### config.mk
export PLATFORM = sky130hd
export DESIGN_NAME = weighted_score_acc
export DESIGN_NICKNAME = d
export VERILOG_FILES = /design/src/rtl/wsa_pkg.sv /design/src/rtl/rf_fma.sv /design/src/rtl/score_bank.sv /design/src/rtl/result_fifo.sv /design/src/rtl/weighted_score_acc.sv
export SDC_FILE = /design/constraint.sdc
export NUM_CORES = 2
export LEC_CHECK = 0
export ABC_AREA = 1
export BUFFER_PORTS_ARGS = -buffer_cell sky130_fd_sc_hd__buf_2
export CAP_MARGIN = 10
export CORE_MARGIN = 2
export CORE_UTILIZATION = 40
export DETAILED_ROUTE_END_ITERATION = 16
export SLEW_MARGIN = 10
export SYNTH_ARGS = -nofsm -noshare
export SYNTH_HDL_FRONTEND = slang
export SYNTH_SLANG_ARGS = --single-unit
export TNS_END_PERCENT = 5
### constraint.sdc
create_clock -name clk -period 21.5 [get_ports clk]
set_input_delay 4.3 -clock clk [delete_from_list [all_inputs] [get_ports clk]]
set_output_delay 4.3 -clock clk [all_outputs]
set_load 0.02 [all_outputs]
### src/rtl/wsa_pkg.sv
package wsa_pkg;
  parameter int EXP_W    = 8;
  parameter int MAN_W    = 12;
  parameter int FP_W     = 1 + EXP_W + MAN_W;
  parameter int EXP_BIAS = 127;
  parameter int IEEE_W   = 32;
  parameter int IEEE_MAN = 23;

  typedef struct packed {
    logic             sign;
    logic [EXP_W-1:0] exp;
    logic [MAN_W-1:0] man;
  } rfloat_t;

  typedef enum logic [1:0] {ST_ACCUM, ST_FLUSH, ST_DRAIN} seq_state_t;

  localparam rfloat_t RF_ONE = '{sign: 1'b0, exp: EXP_W'(EXP_BIAS), man: '0};

  // Widen the fraction with zeros; exponent and bias match single format.
  function automatic logic [IEEE_W-1:0] to_ieee(rfloat_t v);
    return {v.sign, v.exp, v.man, {(IEEE_MAN-MAN_W){1'b0}}};
  endfunction
endpackage

### src/rtl/rf_fma.sv
// Combinational y = a * b + c in the reduced format, one truncation at the end.
module rf_fma
  import wsa_pkg::*;
#(
  parameter int ALIGN_LIM = 40
) (
  input  rfloat_t a,
  input  rfloat_t b,
  input  rfloat_t c,
  output rfloat_t y
);
  localparam int SIG_W  = MAN_W + 1;
  localparam int PROD_W = 2 * SIG_W;
  localparam int ACC_W  = PROD_W + ALIGN_LIM + 6;
  localparam int BASE_W = EXP_W + 6;
  localparam logic signed [BASE_W-1:0] PROD_OFF = BASE_W'(2 * EXP_BIAS + 2 * MAN_W);
  localparam logic signed [BASE_W-1:0] C_OFF    = BASE_W'(EXP_BIAS + MAN_W);
  localparam logic signed [BASE_W-1:0] LIM_S    = BASE_W'(ALIGN_LIM);

  logic [SIG_W-1:0]         sig_a, sig_b, sig_c;
  logic [PROD_W-1:0]        prod;
  logic signed [BASE_W-1:0] bot_p, bot_c, bot_p_e, bot_c_e, diff, base;
  logic [ACC_W-1:0]         term_p, term_c, acc, mag;
  logic                     neg;
  int                       lead;
  int                       e_res;

  assign sig_a = (a.exp != '0) ? {1'b1, a.man} : '0;
  assign sig_b = (b.exp != '0) ? {1'b1, b.man} : '0;
  assign sig_c = (c.exp != '0) ? {1'b1, c.man} : '0;
  assign prod  = sig_a * sig_b;

  assign bot_p = $signed({{(BASE_W-EXP_W){1'b0}}, a.exp})
               + $signed({{(BASE_W-EXP_W){1'b0}}, b.exp}) - PROD_OFF;
  assign bot_c = $signed({{(BASE_W-EXP_W){1'b0}}, c.exp}) - C_OFF;

  // A zero operand borrows the other's weight so it never forces a shift.
  assign bot_p_e = (prod == '0)  ? bot_c   : bot_p;
  assign bot_c_e = (sig_c == '0) ? bot_p_e : bot_c;
  assign diff    = bot_p_e - bot_c_e;

  assign term_p = (a.sign ^ b.sign) ? (ACC_W'(0) - ACC_W'(prod)) : ACC_W'(prod);
  assign term_c = c.sign ? (ACC_W'(0) - ACC_W'(sig_c)) : ACC_W'(sig_c);

  always_comb begin
    if (diff > LIM_S) begin
      acc  = term_p;
      base = bot_p_e;
    end else if (diff >= 0) begin
      acc  = (term_p << $unsigned(diff)) + term_c;
      base = bot_c_e;
    end else if (-diff > LIM_S) begin
      acc  = term_c;
      base = bot_c_e;
    end else begin
      acc  = term_p + (term_c << $unsigned(-diff));
      base = bot_p_e;
    end
  end

  assign neg = acc[ACC_W-1];
  assign mag = neg ? (ACC_W'(0) - acc) : acc;

  always_comb begin
    lead = 0;
    for (int i = 0; i < ACC_W; i++) begin
      if (mag[i]) lead = i;
    end
  end

  assign e_res = int'(base) + lead + EXP_BIAS;

  always_comb begin
    y = '0;
    if (mag == '0 || e_res <= 0) begin
      y = '0;
    end else if (e_res >= (1 << EXP_W) - 1) begin
      y.sign = neg;
      y.exp  = EXP_W'((1 << EXP_W) - 2);
      y.man  = '1;
    end else begin
      y.sign = neg;
      y.exp  = EXP_W'(e_res);
      if (lead >= MAN_W) y.man = MAN_W'(mag >> (lead - MAN_W));
      else               y.man = MAN_W'(mag << (MAN_W - lead));
    end
  end
endmodule

### src/rtl/score_bank.sv
// One score register per frame; one read port for accumulate, one for drain.
module score_bank
  import wsa_pkg::*;
#(
  parameter int NUM_FRAMES = 10,
  parameter int IDX_W      = 4
) (
  input  logic             clk,
  input  logic             rst,
  input  logic             wr_en,
  input  logic [IDX_W-1:0] wr_idx,
  input  rfloat_t          wr_data,
  input  logic [IDX_W-1:0] rd_idx_a,
  output rfloat_t          rd_data_a,
  input  logic [IDX_W-1:0] rd_idx_b,
  output rfloat_t          rd_data_b
);
  rfloat_t regs [NUM_FRAMES];

  for (genvar g = 0; g < NUM_FRAMES; g++) begin : g_entry
    always_ff @(posedge clk) begin
      if (rst)                                      regs[g] <= '0;
      else if (wr_en && wr_idx == IDX_W'(g))        regs[g] <= wr_data;
    end
  end

  assign rd_data_a = regs[rd_idx_a];
  assign rd_data_b = regs[rd_idx_b];
endmodule

### src/rtl/result_fifo.sv
// Show-ahead FIFO; the array has no reset so it maps to distributed RAM.
module result_fifo #(
  parameter int DEPTH = 16,
  parameter int WIDTH = 32
) (
  input  logic                          clk,
  input  logic                          rst,
  input  logic                          push,
  input  logic [WIDTH-1:0]              push_data,
  input  logic                          pop,
  output logic [WIDTH-1:0]              pop_data,
  output logic                          empty,
  output logic [$clog2(DEPTH+1)-1:0]    free_cnt
);
  localparam int AW = $clog2(DEPTH);
  localparam int CW = $clog2(DEPTH + 1);

  logic [WIDTH-1:0] mem [DEPTH];
  logic [AW-1:0]    wr_ptr, rd_ptr;
  logic [CW-1:0]    count;
  logic             do_pop;

  assign do_pop = pop && (count != '0);

  always_ff @(posedge clk) begin
    if (push) mem[wr_ptr] <= push_data;
  end

  always_ff @(posedge clk) begin
    if (rst) begin
      wr_ptr <= '0;
      rd_ptr <= '0;
      count  <= '0;
    end else begin
      if (push)   wr_ptr <= (wr_ptr == AW'(DEPTH-1)) ? '0 : wr_ptr + 1'b1;
      if (do_pop) rd_ptr <= (rd_ptr == AW'(DEPTH-1)) ? '0 : rd_ptr + 1'b1;
      count <= count + CW'(push) - CW'(do_pop);
    end
  end

  assign pop_data = mem[rd_ptr];
  assign empty    = (count == '0);
  assign free_cnt = CW'(DEPTH) - count;
endmodule

### src/rtl/weighted_score_acc.sv
module weighted_score_acc
  import wsa_pkg::*;
#(
  parameter int NUM_FRAMES = 10,
  parameter int NUM_COMPS  = 8,
  parameter int FIFO_DEPTH = 16,
  parameter int ALIGN_LIM  = 40
) (
  input  logic              clk,
  input  logic              rst,
  input  logic              in_valid,
  output logic              in_ready,
  input  logic [FP_W-1:0]   in_sum,
  input  logic [FP_W-1:0]   in_scale,
  input  logic [FP_W-1:0]   in_weight,
  input  logic              out_pop,
  output logic              out_empty,
  output logic [IEEE_W-1:0] out_data
);
  localparam int FIDX_W = (NUM_FRAMES > 1) ? $clog2(NUM_FRAMES) : 1;
  localparam int CIDX_W = (NUM_COMPS > 1) ? $clog2(NUM_COMPS) : 1;
  localparam int CNT_W  = $clog2(FIFO_DEPTH + 1);
  localparam logic [FIDX_W-1:0] LAST_FRAME = FIDX_W'(NUM_FRAMES - 1);
  localparam logic [CIDX_W-1:0] LAST_COMP  = CIDX_W'(NUM_COMPS - 1);
  localparam logic [CNT_W-1:0]  GROUP_ROOM = CNT_W'(NUM_FRAMES);

  seq_state_t        state_q;
  logic [FIDX_W-1:0] frame_q, drain_q;
  logic [CIDX_W-1:0] comp_q;
  logic              accept, group_start;

  rfloat_t           coef_scale_q, coef_wt_q, cur_scale, cur_wt;

  logic              s1_vld, s2_vld, s1_first, s2_first;
  rfloat_t           s1_sum, s1_scale, s1_wt, s2_p;
  logic [FIDX_W-1:0] s1_frame, s2_frame;

  rfloat_t           p_y, acc_c, acc_y, bank_a, bank_b;
  logic              fifo_push;
  logic [CNT_W-1:0]  fifo_free;

  // ---------------- input acceptance ----------------
  assign group_start = (frame_q == '0) && (comp_q == '0);
  assign in_ready    = (state_q == ST_ACCUM) && !(group_start && fifo_free < GROUP_ROOM);
  assign accept      = in_valid && in_ready;

  // Scale and weight belong to the component: the frame-0 beat supplies them.
  assign cur_scale = (frame_q == '0) ? rfloat_t'(in_scale)  : coef_scale_q;
  assign cur_wt    = (frame_q == '0) ? rfloat_t'(in_weight) : coef_wt_q;

  always_ff @(posedge clk) begin
    if (rst) begin
      coef_scale_q <= '0;
      coef_wt_q    <= '0;
    end else if (accept && frame_q == '0) begin
      coef_scale_q <= rfloat_t'(in_scale);
      coef_wt_q    <= rfloat_t'(in_weight);
    end
  end

  // ---------------- sequencer ----------------
  always_ff @(posedge clk) begin
    if (rst) begin
      state_q <= ST_ACCUM;
      frame_q <= '0;
      comp_q  <= '0;
      drain_q <= '0;
    end else begin
      case (state_q)
        ST_ACCUM: if (accept) begin
          if (frame_q == LAST_FRAME) begin
            frame_q <= '0;
            if (comp_q == LAST_COMP) begin
              comp_q  <= '0;
              state_q <= ST_FLUSH;
            end else begin
              comp_q <= comp_q + 1'b1;
            end
          end else begin
            frame_q <= frame_q + 1'b1;
          end
        end
        ST_FLUSH: if (!s1_vld && !s2_vld) begin
          state_q <= ST_DRAIN;
          drain_q <= '0;
        end
        ST_DRAIN: begin
          if (drain_q == LAST_FRAME) state_q <= ST_ACCUM;
          else                       drain_q <= drain_q + 1'b1;
        end
        default: state_q <= ST_ACCUM;
      endcase
    end
  end

  // ---------------- stage 1: operand capture, loads only on a beat ----------------
  always_ff @(posedge clk) begin
    if (rst) begin
      s1_vld   <= 1'b0;
      s1_sum   <= '0;
      s1_scale <= '0;
      s1_wt    <= '0;
      s1_frame <= '0;
      s1_first <= 1'b0;
    end else begin
      s1_vld <= accept;
      if (accept) begin
        s1_sum   <= rfloat_t'(in_sum);
        s1_scale <= cur_scale;
        s1_wt    <= cur_wt;
        s1_frame <= frame_q;
        s1_first <= (comp_q == '0);
      end
    end
  end

  // ---------------- stage 2: scaled and weighted term ----------------
  rf_fma #(.ALIGN_LIM(ALIGN_LIM)) term_fma_i (
    .a(s1_sum), .b(s1_scale), .c(s1_wt), .y(p_y)
  );

  always_ff @(posedge clk) begin
    if (rst) begin
      s2_vld   <= 1'b0;
      s2_p     <= '0;
      s2_frame <= '0;
      s2_first <= 1'b0;
    end else begin
      s2_vld <= s1_vld;
      if (s1_vld) begin
        s2_p     <= p_y;
        s2_frame <= s1_frame;
        s2_first <= s1_first;
      end
    end
  end

  // ---------------- stage 3: accumulate into the frame register ----------------
  assign acc_c = s2_first ? rfloat_t'('0) : bank_a;

  rf_fma #(.ALIGN_LIM(ALIGN_LIM)) acc_fma_i (
    .a(s2_p), .b(RF_ONE), .c(acc_c), .y(acc_y)
  );

  score_bank #(.NUM_FRAMES(NUM_FRAMES), .IDX_W(FIDX_W)) bank_i (
    .clk(clk), .rst(rst),
    .wr_en(s2_vld), .wr_idx(s2_frame), .wr_data(acc_y),
    .rd_idx_a(s2_frame), .rd_data_a(bank_a),
    .rd_idx_b(drain_q),  .rd_data_b(bank_b)
  );

  // ---------------- result queue ----------------
  assign fifo_push = (state_q == ST_DRAIN);

  result_fifo #(.DEPTH(FIFO_DEPTH), .WIDTH(IEEE_W)) fifo_i (
    .clk(clk), .rst(rst),
    .push(fifo_push), .push_data(to_ieee(bank_b)),
    .pop(out_pop), .pop_data(out_data),
    .empty(out_empty), .free_cnt(fifo_free)
  );
endmodule

==> results.md <==
* Run status: finished with violations
* Violated checks: antenna violations, max-capacitance violations, max-slew violations
* HPWL after detailed placement at roughly 260,000 um
* Critical-path maximum fanout at 9
* Warning count from the yosys run at 0
* Final setup fails at 0
* Ys async rst share at 0
* Placed cell area at 0.0919 mm2
* Vertical extent of the die at 451 um
* Fill cells at approximately 20,000
* Antenna violations before repair at 6
* Post-route ant nets at 1
* CP Class: flip-flop to flip-flop
* Max Cap Viol at 1
* Routability congestion estimate at 1.03
* Leading post-synthesis cells by instance count: nand2_1, inv_1, nor2_1
* Library cell occupying the most area in the post-synthesis netlist: edfxtp_1
* First-pass GRT wire length at about 500,000 um
* Number of cells on the worst reg-to-reg path at 128
* Number of enable flip-flop cells after synthesis at ~550
* Buffer type at the clock tree root: clkbuf_16
* Mean post-synth cell area at 6.50 um2
* Global-route usage over all layers at 0.313
* Boundary pin count at a little over 100
* Total of hold buffers inserted after clock tree synthesis at 0
* Leading register cell type out of synthesis: edfxtp_1
* Drt wl/cell at a little over 20 um
* Yosys cell types at between 80 and 90
* Total clock buffers created by CTS at 80
* CP Buf/Inv Count at 34
* TritonCTS clock tree: built
* Die Area at roughly 0.20 mm2
* Crit path required time at around 22 ns
* Clk pin slew, worst setup/hold paths at 0.06 ns
* Area overhead of the layout relative to synthesis at 22.0%
* Gate count of the mapped netlist at 12,304
* Final hold vios at 0
* Critical path capture point type: flip-flop
* Delay contributed by the slowest stage of the critical path at roughly 0.56 ns
* First-pass detailed-route iteration total at 7
* Top cells by area, synth: edfxtp_1, nand2_1, o21ai_0
* Effective utilization at floorplan at 0.401
* H-tree levels at 3
* Maximum operating frequency at around 48 MHz
* Area of the multi-input gates at about 0.055 mm2
* Worst-path cell with the longest stage delay: fa_1
* Final routed wirelength across all metal layers at 333,000 um
* RSZ-0062 raised after global routing: true
* Transition at the pin with the smallest max-transition slack at 1.73 ns
* Number of violations reported at the end of detailed-routing iteration 0 at between 9,000 and 10,000
* Hold path cells at 2
* Insertion delay of the later-clocked pin in the worst-skew pair at about 0.76 ns
* Post-route cell area at 0.0976 mm2
* Register cell area after layout at 0.0199 mm2
* Share of cells above drive strength 1 at 0.180
* Cell repeated most along the worst path: nand2_1
* Share of the yosys chip area belonging to registers at 0.249
* Leftover overflow at the end of global routing at 0
* Via count at approximately 89,000
* Path length in cells of the critical path at around 130
* Synthesized area at ~0.08 mm2
* Vias in the first global route at between 80,000 and 90,000
* Number of remaining DRC errors at 0
* Average via count per standard cell at ~5.5
* Critical path data arrival time at roughly 22 ns
* Top-area cell type share of the netlist area at 0.205
* Largest net degree at the start of global routing at about 100
* Count leader, synth: nand2_1
* Number of port buffers at 89
* Clk buf depth at 3
* Std cell rows at between 150 and 200
* CTS sink count at 722
* Flop and latch count out of synthesis at between 700 and 800
* Setup Skew at approximately 0.063 ns
* Kind of cell adding the most delay to the critical path: simple AND/OR/NAND/NOR gates
* Count of final max-slew check failures at 4
* Startpoint type of the worst setup path: flip-flop
* Period utilisation layout at 0.974
* Worst min-delay path category: flip-flop to flip-flop
* Headroom to the max-slew limit at -0.167
* Die width at 451 um
* Shortest period the worst path allows at 20.95 ns
* Core region area at about 0.20 mm2
* Final layout net count at about 14,000
-- tightest hold or removal path, stage by stage, from the launching register on --
cell,delay [ns]
dfxtp_1,0.30
nand2_1,0.06
a21oi_1,0.05
-- registers in the layout, indices dropped and copies added (netlist names), 2 cells and up, named ones only --
signal / cells
bank_i.regs: 210
coef_scale_q: 21
coef_wt_q: 21
comp_q: 3
drain_q: 4
fifo_i.count: 5
fifo_i.mem: 336
fifo_i.rd_ptr: 4
fifo_i.wr_ptr: 4
frame_q: 4
s1_frame: 4
s1_scale: 21
s1_sum: 21
s1_wt: 21
s2_frame: 4
s2_p: 21
state_q: 2
-- final timing paths --
kind         slack, ns                             to                           from
max reg2reg       0.55          s2_p[16]$_SDFFE_PP0P_      s1_scale[18]$_SDFFE_PP0P_
max               0.55          s2_p[16]$_SDFFE_PP0P_      s1_scale[18]$_SDFFE_PP0P_
min               0.46  coef_scale_q[20]$_SDFFE_PP0P_  coef_scale_q[20]$_SDFFE_PP0P_
min reg2reg       0.46  coef_scale_q[20]$_SDFFE_PP0P_  coef_scale_q[20]$_SDFFE_PP0P_
-- per-stage QoR --
step | setup TNS (ns) | setup slack (ns) | instances | util | hold slack (ns)
after floorplan | 0 | 0.269 | 12314 | - | 0.430
after global placement | -4.86 | -0.257 | 15844 | 0.461 | 0.448
after detailed placement | -8.15 | -0.424 | 15844 | 0.461 | 0.452
after CTS | -0.0162 | -0.0162 | 15991 | 0.475 | 0.461
after global routing | -14.88 | -0.758 | 16072 | 0.490 | 0.479
final | 0 | 0.552 | 16080 | 0.490 | 0.458
-- cell usage in the layout (no fill, tap or decap), types with 121 or more instances in the layout --
| master | count |
|---|---|
| mux2i_1 | 150 |
| o21ai_0 | 972 |
| nand2_1 | 3121 |
| edfxtp_1 | 546 |
| o21ai_1 | 184 |
| inv_1 | 1299 |
| nand2_2 | 121 |
| fa_1 | 122 |
| o211ai_1 | 191 |
| dfxtp_1 | 162 |
| nand3_1 | 929 |
| ha_1 | 401 |
| buf_4 | 1373 |
| nor2_1 | 1010 |
| a21oi_1 | 909 |
| xor2_1 | 324 |
-- cells by family (layout without fill, tap and decap cells) --
group                    after synthesis  count (layout)  synth area share
other                                  1              20         0.0000469
AND/OR/NAND/NOR                     5690            5691             0.297
adder cells (fa/ha/maj)              559             559            0.0997
flip-flops                           722             722             0.249
buffers and inverters               1995            3093            0.0973
XOR/XNOR                             462             462            0.0511
multiplexers                         155             155            0.0194
AO/OA/AOI/OAI                       2720            2722             0.186
-- layer usage --
| metal | part of all wire | up-vias | track usage |
|---|---|---|---|
| met3 | 0.072 | 562 | 0.0395 |
| met1 | 0.44 | 41676 | 0.428 |
| met5 | 0 | - | 0 |
| li1 | - | 43116 | - |
| met4 | 0.040 | 0 | 0.106 |
| met2 | 0.45 | 3322 | 0.508 |
-- cell type report --
class	count	share of cell area
Timing Repair inverter	1	0.0000769
Inverter	1434	0.0555
Timing Repair Buffer	1512	0.118
Antenna cell	9	0.000231
Sequential cell	722	0.204
Tap cell	2656	0.0341
Clock buffer	102	0.0216
Clock inverter	44	0.00458
Multi-Input combinational cell	9600	0.561
-- timing repair --
item	CTS	global route
pin swaps	1	259
resized for setup	24	698
gates cloned	1	8
setup endpoints to repair	115	231
buffers inserted	0	72
Power is left out: the tool's default activity adds up to more than one toggle a clock period on the data nets, which glitch-free logic cannot reach.
